[config.mk]
export PLATFORM = sky130hd
export DESIGN_NAME = txd_streamer
export DESIGN_NICKNAME = d
export VERILOG_FILES = /design/src/rtl/txs_pkg.sv /design/src/rtl/txs_stride.sv /design/src/rtl/txs_tracker.sv /design/src/rtl/txs_fsm.sv /design/src/rtl/txd_streamer.sv
export SDC_FILE = /design/constraint.sdc
export NUM_CORES = 1
export LEC_CHECK = 0
export BUFFER_PORTS_ARGS = -buffer_cell sky130_fd_sc_hd__buf_2
export CORE_ASPECT_RATIO = 1.25
export CORE_UTILIZATION = 40
export CTS_CLUSTER_SIZE = 20
export DETAILED_ROUTE_END_ITERATION = 10
export PLACE_DENSITY = 0.68
export SYNTH_ARGS = -nofsm -noshare
export SYNTH_HDL_FRONTEND = slang
export SYNTH_HIERARCHICAL = 1
export SYNTH_SLANG_ARGS = --single-unit
[constraint.sdc]
create_clock -name clk -period 2.1 [get_ports clk]
set_input_delay 0.105 -clock clk [delete_from_list [all_inputs] [get_ports clk]]
set_output_delay 0.105 -clock clk [all_outputs]
set_load 0.02 [all_outputs]
[src/rtl/txs_pkg.sv]
package txs_pkg;
    typedef enum logic [1:0] {
        ST_IDLE = 2'd0,
        ST_READ = 2'd1,
        ST_CAPT = 2'd2,
        ST_SEND = 2'd3
    } txs_state_e;
endpackage

[src/rtl/txs_stride.sv]
module txs_stride #(
    parameter int ADDR_W       = 32,
    parameter int WORD_BYTES   = 4,
    parameter int NARROW_WORDS = 4,
    parameter int WIDE_WORDS   = 8
) (
    input  logic [ADDR_W-1:0] base,
    input  logic              wide,
    output logic [ADDR_W-1:0] next_addr
);
    localparam int NARROW_BYTES = WORD_BYTES * NARROW_WORDS;
    localparam int WIDE_BYTES   = WORD_BYTES * WIDE_WORDS;

    logic [ADDR_W-1:0] step;
    assign step      = wide ? ADDR_W'(WIDE_BYTES) : ADDR_W'(NARROW_BYTES);
    assign next_addr = base + step;
endmodule

[src/rtl/txs_tracker.sv]
module txs_tracker #(
    parameter int ADDR_W = 32,
    parameter int LEN_W  = 13
) (
    input  logic              clk,
    input  logic              rst_n,
    input  logic              load,
    input  logic [ADDR_W-1:0] ld_addr,
    input  logic [LEN_W-1:0]  ld_len,
    input  logic              ld_first,
    input  logic              ld_last,
    input  logic              step,
    output logic [ADDR_W-1:0] rd_addr,
    output logic              final_beat,
    output logic              sof,
    output logic              eof
);
    logic [LEN_W-1:0] remain_q;
    logic             sof_pend_q;
    logic             last_q;

    always_ff @(posedge clk) begin
        if (!rst_n) begin
            rd_addr    <= '0;
            remain_q   <= '0;
            sof_pend_q <= 1'b0;
            last_q     <= 1'b0;
        end else if (load) begin
            rd_addr    <= ld_addr;
            remain_q   <= ld_len;
            sof_pend_q <= ld_first;
            last_q     <= ld_last;
        end else if (step) begin
            rd_addr    <= rd_addr + ADDR_W'(1);
            remain_q   <= remain_q - LEN_W'(1);
            sof_pend_q <= 1'b0;
        end
    end

    assign final_beat = (remain_q == LEN_W'(1));
    assign sof        = sof_pend_q;
    assign eof        = last_q && final_beat;
endmodule

[src/rtl/txs_fsm.sv]
module txs_fsm
    import txs_pkg::*;
(
    input  logic clk,
    input  logic rst_n,
    input  logic desc_valid,
    input  logic len_zero,
    input  logic flagged,
    input  logic final_beat,
    input  logic out_ready,
    output logic desc_ready,
    output logic mem_rd_en,
    output logic cap_en,
    output logic out_valid,
    output logic load,
    output logic step,
    output logic done,
    output logic err
);
    txs_state_e state_q, state_d;
    logic       skip_now;
    logic       finish_now;

    always_ff @(posedge clk) begin
        if (!rst_n) begin
            state_q <= ST_IDLE;
            done    <= 1'b0;
            err     <= 1'b0;
        end else begin
            state_q <= state_d;
            done    <= skip_now || finish_now;
            err     <= skip_now && flagged;
        end
    end

    always_comb begin
        state_d    = state_q;
        desc_ready = 1'b0;
        mem_rd_en  = 1'b0;
        cap_en     = 1'b0;
        out_valid  = 1'b0;
        load       = 1'b0;
        step       = 1'b0;
        skip_now   = 1'b0;
        finish_now = 1'b0;
        unique case (state_q)
            ST_IDLE: begin
                desc_ready = 1'b1;
                if (desc_valid) begin
                    if (len_zero) begin
                        skip_now = 1'b1;
                    end else begin
                        load    = 1'b1;
                        state_d = ST_READ;
                    end
                end
            end
            ST_READ: begin
                mem_rd_en = 1'b1;
                state_d   = ST_CAPT;
            end
            ST_CAPT: begin
                cap_en  = 1'b1;
                state_d = ST_SEND;
            end
            ST_SEND: begin
                out_valid = 1'b1;
                if (out_ready) begin
                    step = 1'b1;
                    if (final_beat) begin
                        finish_now = 1'b1;
                        state_d    = ST_IDLE;
                    end else begin
                        state_d = ST_READ;
                    end
                end
            end
            default: state_d = ST_IDLE;
        endcase
    end
endmodule

[src/rtl/txd_streamer.sv]
module txd_streamer #(
    parameter int ADDR_W = 32,
    parameter int LEN_W  = 13
) (
    input  logic              clk,
    input  logic              rst_n,
    input  logic              desc_valid,
    output logic              desc_ready,
    input  logic [ADDR_W-1:0] desc_addr,
    input  logic [ADDR_W-1:0] desc_buf,
    input  logic [LEN_W-1:0]  desc_len,
    input  logic              desc_first,
    input  logic              desc_last,
    input  logic              desc_wide,
    output logic [ADDR_W-1:0] next_desc_addr,
    output logic              mem_rd_en,
    output logic [ADDR_W-1:0] mem_rd_addr,
    input  logic [7:0]        mem_rd_data,
    output logic              out_valid,
    input  logic              out_ready,
    output logic [7:0]        out_data,
    output logic              out_sof,
    output logic              out_eof,
    output logic              done,
    output logic              err
);
    logic              load, step, cap_en, final_beat;
    logic              accept;
    logic [ADDR_W-1:0] stride_next;

    txs_fsm u_fsm (
        .clk        (clk),
        .rst_n      (rst_n),
        .desc_valid (desc_valid),
        .len_zero   (desc_len == '0),
        .flagged    (desc_first || desc_last),
        .final_beat (final_beat),
        .out_ready  (out_ready),
        .desc_ready (desc_ready),
        .mem_rd_en  (mem_rd_en),
        .cap_en     (cap_en),
        .out_valid  (out_valid),
        .load       (load),
        .step       (step),
        .done       (done),
        .err        (err)
    );

    txs_tracker #(.ADDR_W(ADDR_W), .LEN_W(LEN_W)) u_trk (
        .clk        (clk),
        .rst_n      (rst_n),
        .load       (load),
        .ld_addr    (desc_buf),
        .ld_len     (desc_len),
        .ld_first   (desc_first),
        .ld_last    (desc_last),
        .step       (step),
        .rd_addr    (mem_rd_addr),
        .final_beat (final_beat),
        .sof        (out_sof),
        .eof        (out_eof)
    );

    txs_stride #(.ADDR_W(ADDR_W)) u_stride (
        .base      (desc_addr),
        .wide      (desc_wide),
        .next_addr (stride_next)
    );

    assign accept = desc_valid && desc_ready;

    always_ff @(posedge clk) begin
        if (!rst_n) begin
            next_desc_addr <= '0;
            out_data       <= '0;
        end else begin
            if (accept) next_desc_addr <= stride_next;
            if (cap_en) out_data <= mem_rd_data;
        end
    end
endmodule

==> metrics.cfg <==
[global_route]
track_usage_pct=21.18
grt_antenna_before_repair=1
grt_pass1_vias=5170
grt_max_degree=70
gr-total-overflow=0
grt_first_pass_wirelength_um=24250

[setup_path]
r2r_cells=4
critPathCaptureType=output port
start_kind=flip-flop
r2r_start=u_trk/rd_addr[5]
worstSetupPathType=reg -> out
arrival_ps=1950
r2r_setup_slack_ps=60
required_ps=2000
worstSetupEndpoint=out_eof
crit_start=u_trk/remain_q[7]
critical_path.max_fanout=2
rr_endpoint=u_trk/rd_addr[29]

[status]
outcome=finished, final reports clean

[clock_network]
clock_latency_ps=350
cts_root_buffer=clkbuf_16
tritoncts.num_buffers=9
path_clk_slew_ps=60
cts_max_level=3
cts.sinks=91
cts_tree=built
clockBufferDepth=2

[yosys]
syn-num-nets=733
syn_inst=630
ys.flop_type=dfxtp_1
syn_area_sq_um=5444
yosysUniqueCellTypes=55
async_flop_share_pct=0
avgSynthCellArea_sq_um=8.641
ys_ff_latch=91
ys_warn_count=6
synth-edff-count=0
yosysSeqAreaShare_pct=33.46

[timing]
layout_min_cycle_time_ps=2052
fin_ws_ps=47.73
finalSetupViolations=0
tightest_slew_ps=535.6
skew_ps=8.620
slew-limit-headroom_pct=64.30
rsz0062_at_grt=true
fin_tns_setup_ps=0
fin_crit_sh_pct=97.73
fin_hold_ws_ps=21.86
hold_viol=0
drv_slew=0
max_freq_mhz=487.3

[cells_and_area]
syn_to_final_growth_pct=30.04
drive_above_1_share_pct=32.60
multiInputGateArea_sq_um=3371
layout_common_cells=buf_2, dfxtp_1, and3_1
regArea_sq_um=1831
layout.nets=914
fillerInstances=1260
final_common_cell=buf_2
finalNonFillerCells=987
n_antenna_cell=0

[route]
dr.pass1.iters=4
vias=5332
first_iter_violations=298
antenna_left=0
via_per_inst=5.402
remaining_drc_errors=0
drt_wl_total_um=15030
routedWlPerCell_um=15.23

[place]
gp_congestion=0.8138
place_inst=955
place_ws_ps=-111.5
dp.final_hpwl_um=10770
place.port_buffers=170

[die]
io_pins=171
fp.dieH_um=132.4
rows=47
die_w_um=106.3
start_util_pct=40.96
coreArea_sq_um=13290
dieArea_sq_um=14080

[power_and_ir_drop]
p_leak_uw=0.003269
irDropWorstVdd_mv=0.5062
power_density_nw_per_um2=1035

[flow_run]
cap_violations=0

[worst_hold_path]
hold_path.class=in -> reg

-- cell type report --
type                            instances  area share (%)
Tap cell                              171           3.022
Timing Repair Buffer                  219           17.83
Multi-Input combinational cell        470           47.61
Sequential cell                        91           25.86
Inverter                               20           1.060
Clock buffer                           10           3.376
Clock inverter                          6           1.237
-- metal layers --
layer  up-vias  wire length (um)  GRT usage [%]
met5         -                11              0
met2       170              7585          37.99
li1       2656                 -              -
met4         2               292          7.793
met1      2483              6147          23.72
met3        21               995          5.616
-- metrics by stage --
stage | power, uW | cell area, sq um | utilization, %
final | 7324 | 7079 | 53.27
after detailed placement | 5457 | 6535 | 49.17
after global placement | 5335 | 6535 | 49.17
after floorplan | 4572 | 5482 | -
after global routing | 7787 | 7079 | 53.27
after CTS | 7326 | 6979 | 52.51
-- registers in the layout (all words and copies together), names as in the netlist, 2 cells and up --
signal          cells
next_desc_addr     32
u_fsm/state_q       2
u_trk/remain_q     13
u_trk/rd_addr      32
out_data            8
-- synth_stat cells (9+ instances only) --
library cell	count	area share (%)
nor2b_1	13	1.5
nand2b_1	15	1.7
nand2_1	38	2.6
o21ai_0	26	2.4
nand4_1	18	2.1
nor3_1	22	2.0
dfxtp_1	91	33
o21a_1	36	5.0
nor2_1	17	1.2
a21boi_0	28	3.9
mux2i_1	11	2.0
xnor2_1	23	3.7
or4_1	9	1.2
buf_2	12	1.1
o211a_1	14	2.6
a21oi_1	10	0.92
and3_1	41	4.7
nor4_1	11	1.3
xor2_1	25	4.0
clkbuf_1	22	1.5
inv_1	19	1.3
nand3_1	20	1.8
a31oi_1	11	1.3
ha_1	10	2.3
-- how the worst min path moves through the flow --
stage	start	cells after the start	slack, ps	to
after global placement	desc_buf[4]	2	330	u_trk/rd_addr[4]
after detailed placement	desc_buf[1]	2	340	u_trk/rd_addr[1]
final	desc_len[0]	2	20	u_trk/remain_q[0]
after global routing	mem_rd_data[0]	3	20	out_data[0]
after CTS	desc_buf[10]	3	4	u_trk/rd_addr[10]
after floorplan	rst_n	2	230	u_fsm/err
-- where the power goes --
group	leakage [uW]	switching (uW)	internal (uW)	total, uW
sequential	0.000751	394	2160	2550
combinational	0.00236	1760	1220	2980
clock	0.000163	711	1080	1790
-- cell families (layout without fill, tap and decap cells) --
kind of cell	count (synthesis)	count (layout)	share of synthesized area [%]
XOR/XNOR	48	48	7.722
AO/OA/AOI/OAI	152	152	20.02
adder cells (fa/ha/maj)	11	11	2.666
multiplexers	11	11	2.023
AND/OR/NAND/NOR	247	248	27.40
flip-flops	91	91	33.46
buffers and inverters	70	255	6.711
-- repair_timing --
action / CTS / global route
endpoints found under the hold margin: 6 / 0
pin swaps: 4 / 3
hold buffers: 6 / 0
setup endpoints to repair: 4 / 15
cloned: 0 / 1
resized for setup: 7 / 11
buffers inserted: 5 / 4
-- critical path, stage by stage, from the launching register on --
cell and delay, ps:
dfxtp_2 320, or4_4 530, nor3_2 120, nand3b_1 120
nor4b_2 290, buf_2 220
(Power assumes the default switching activity.)
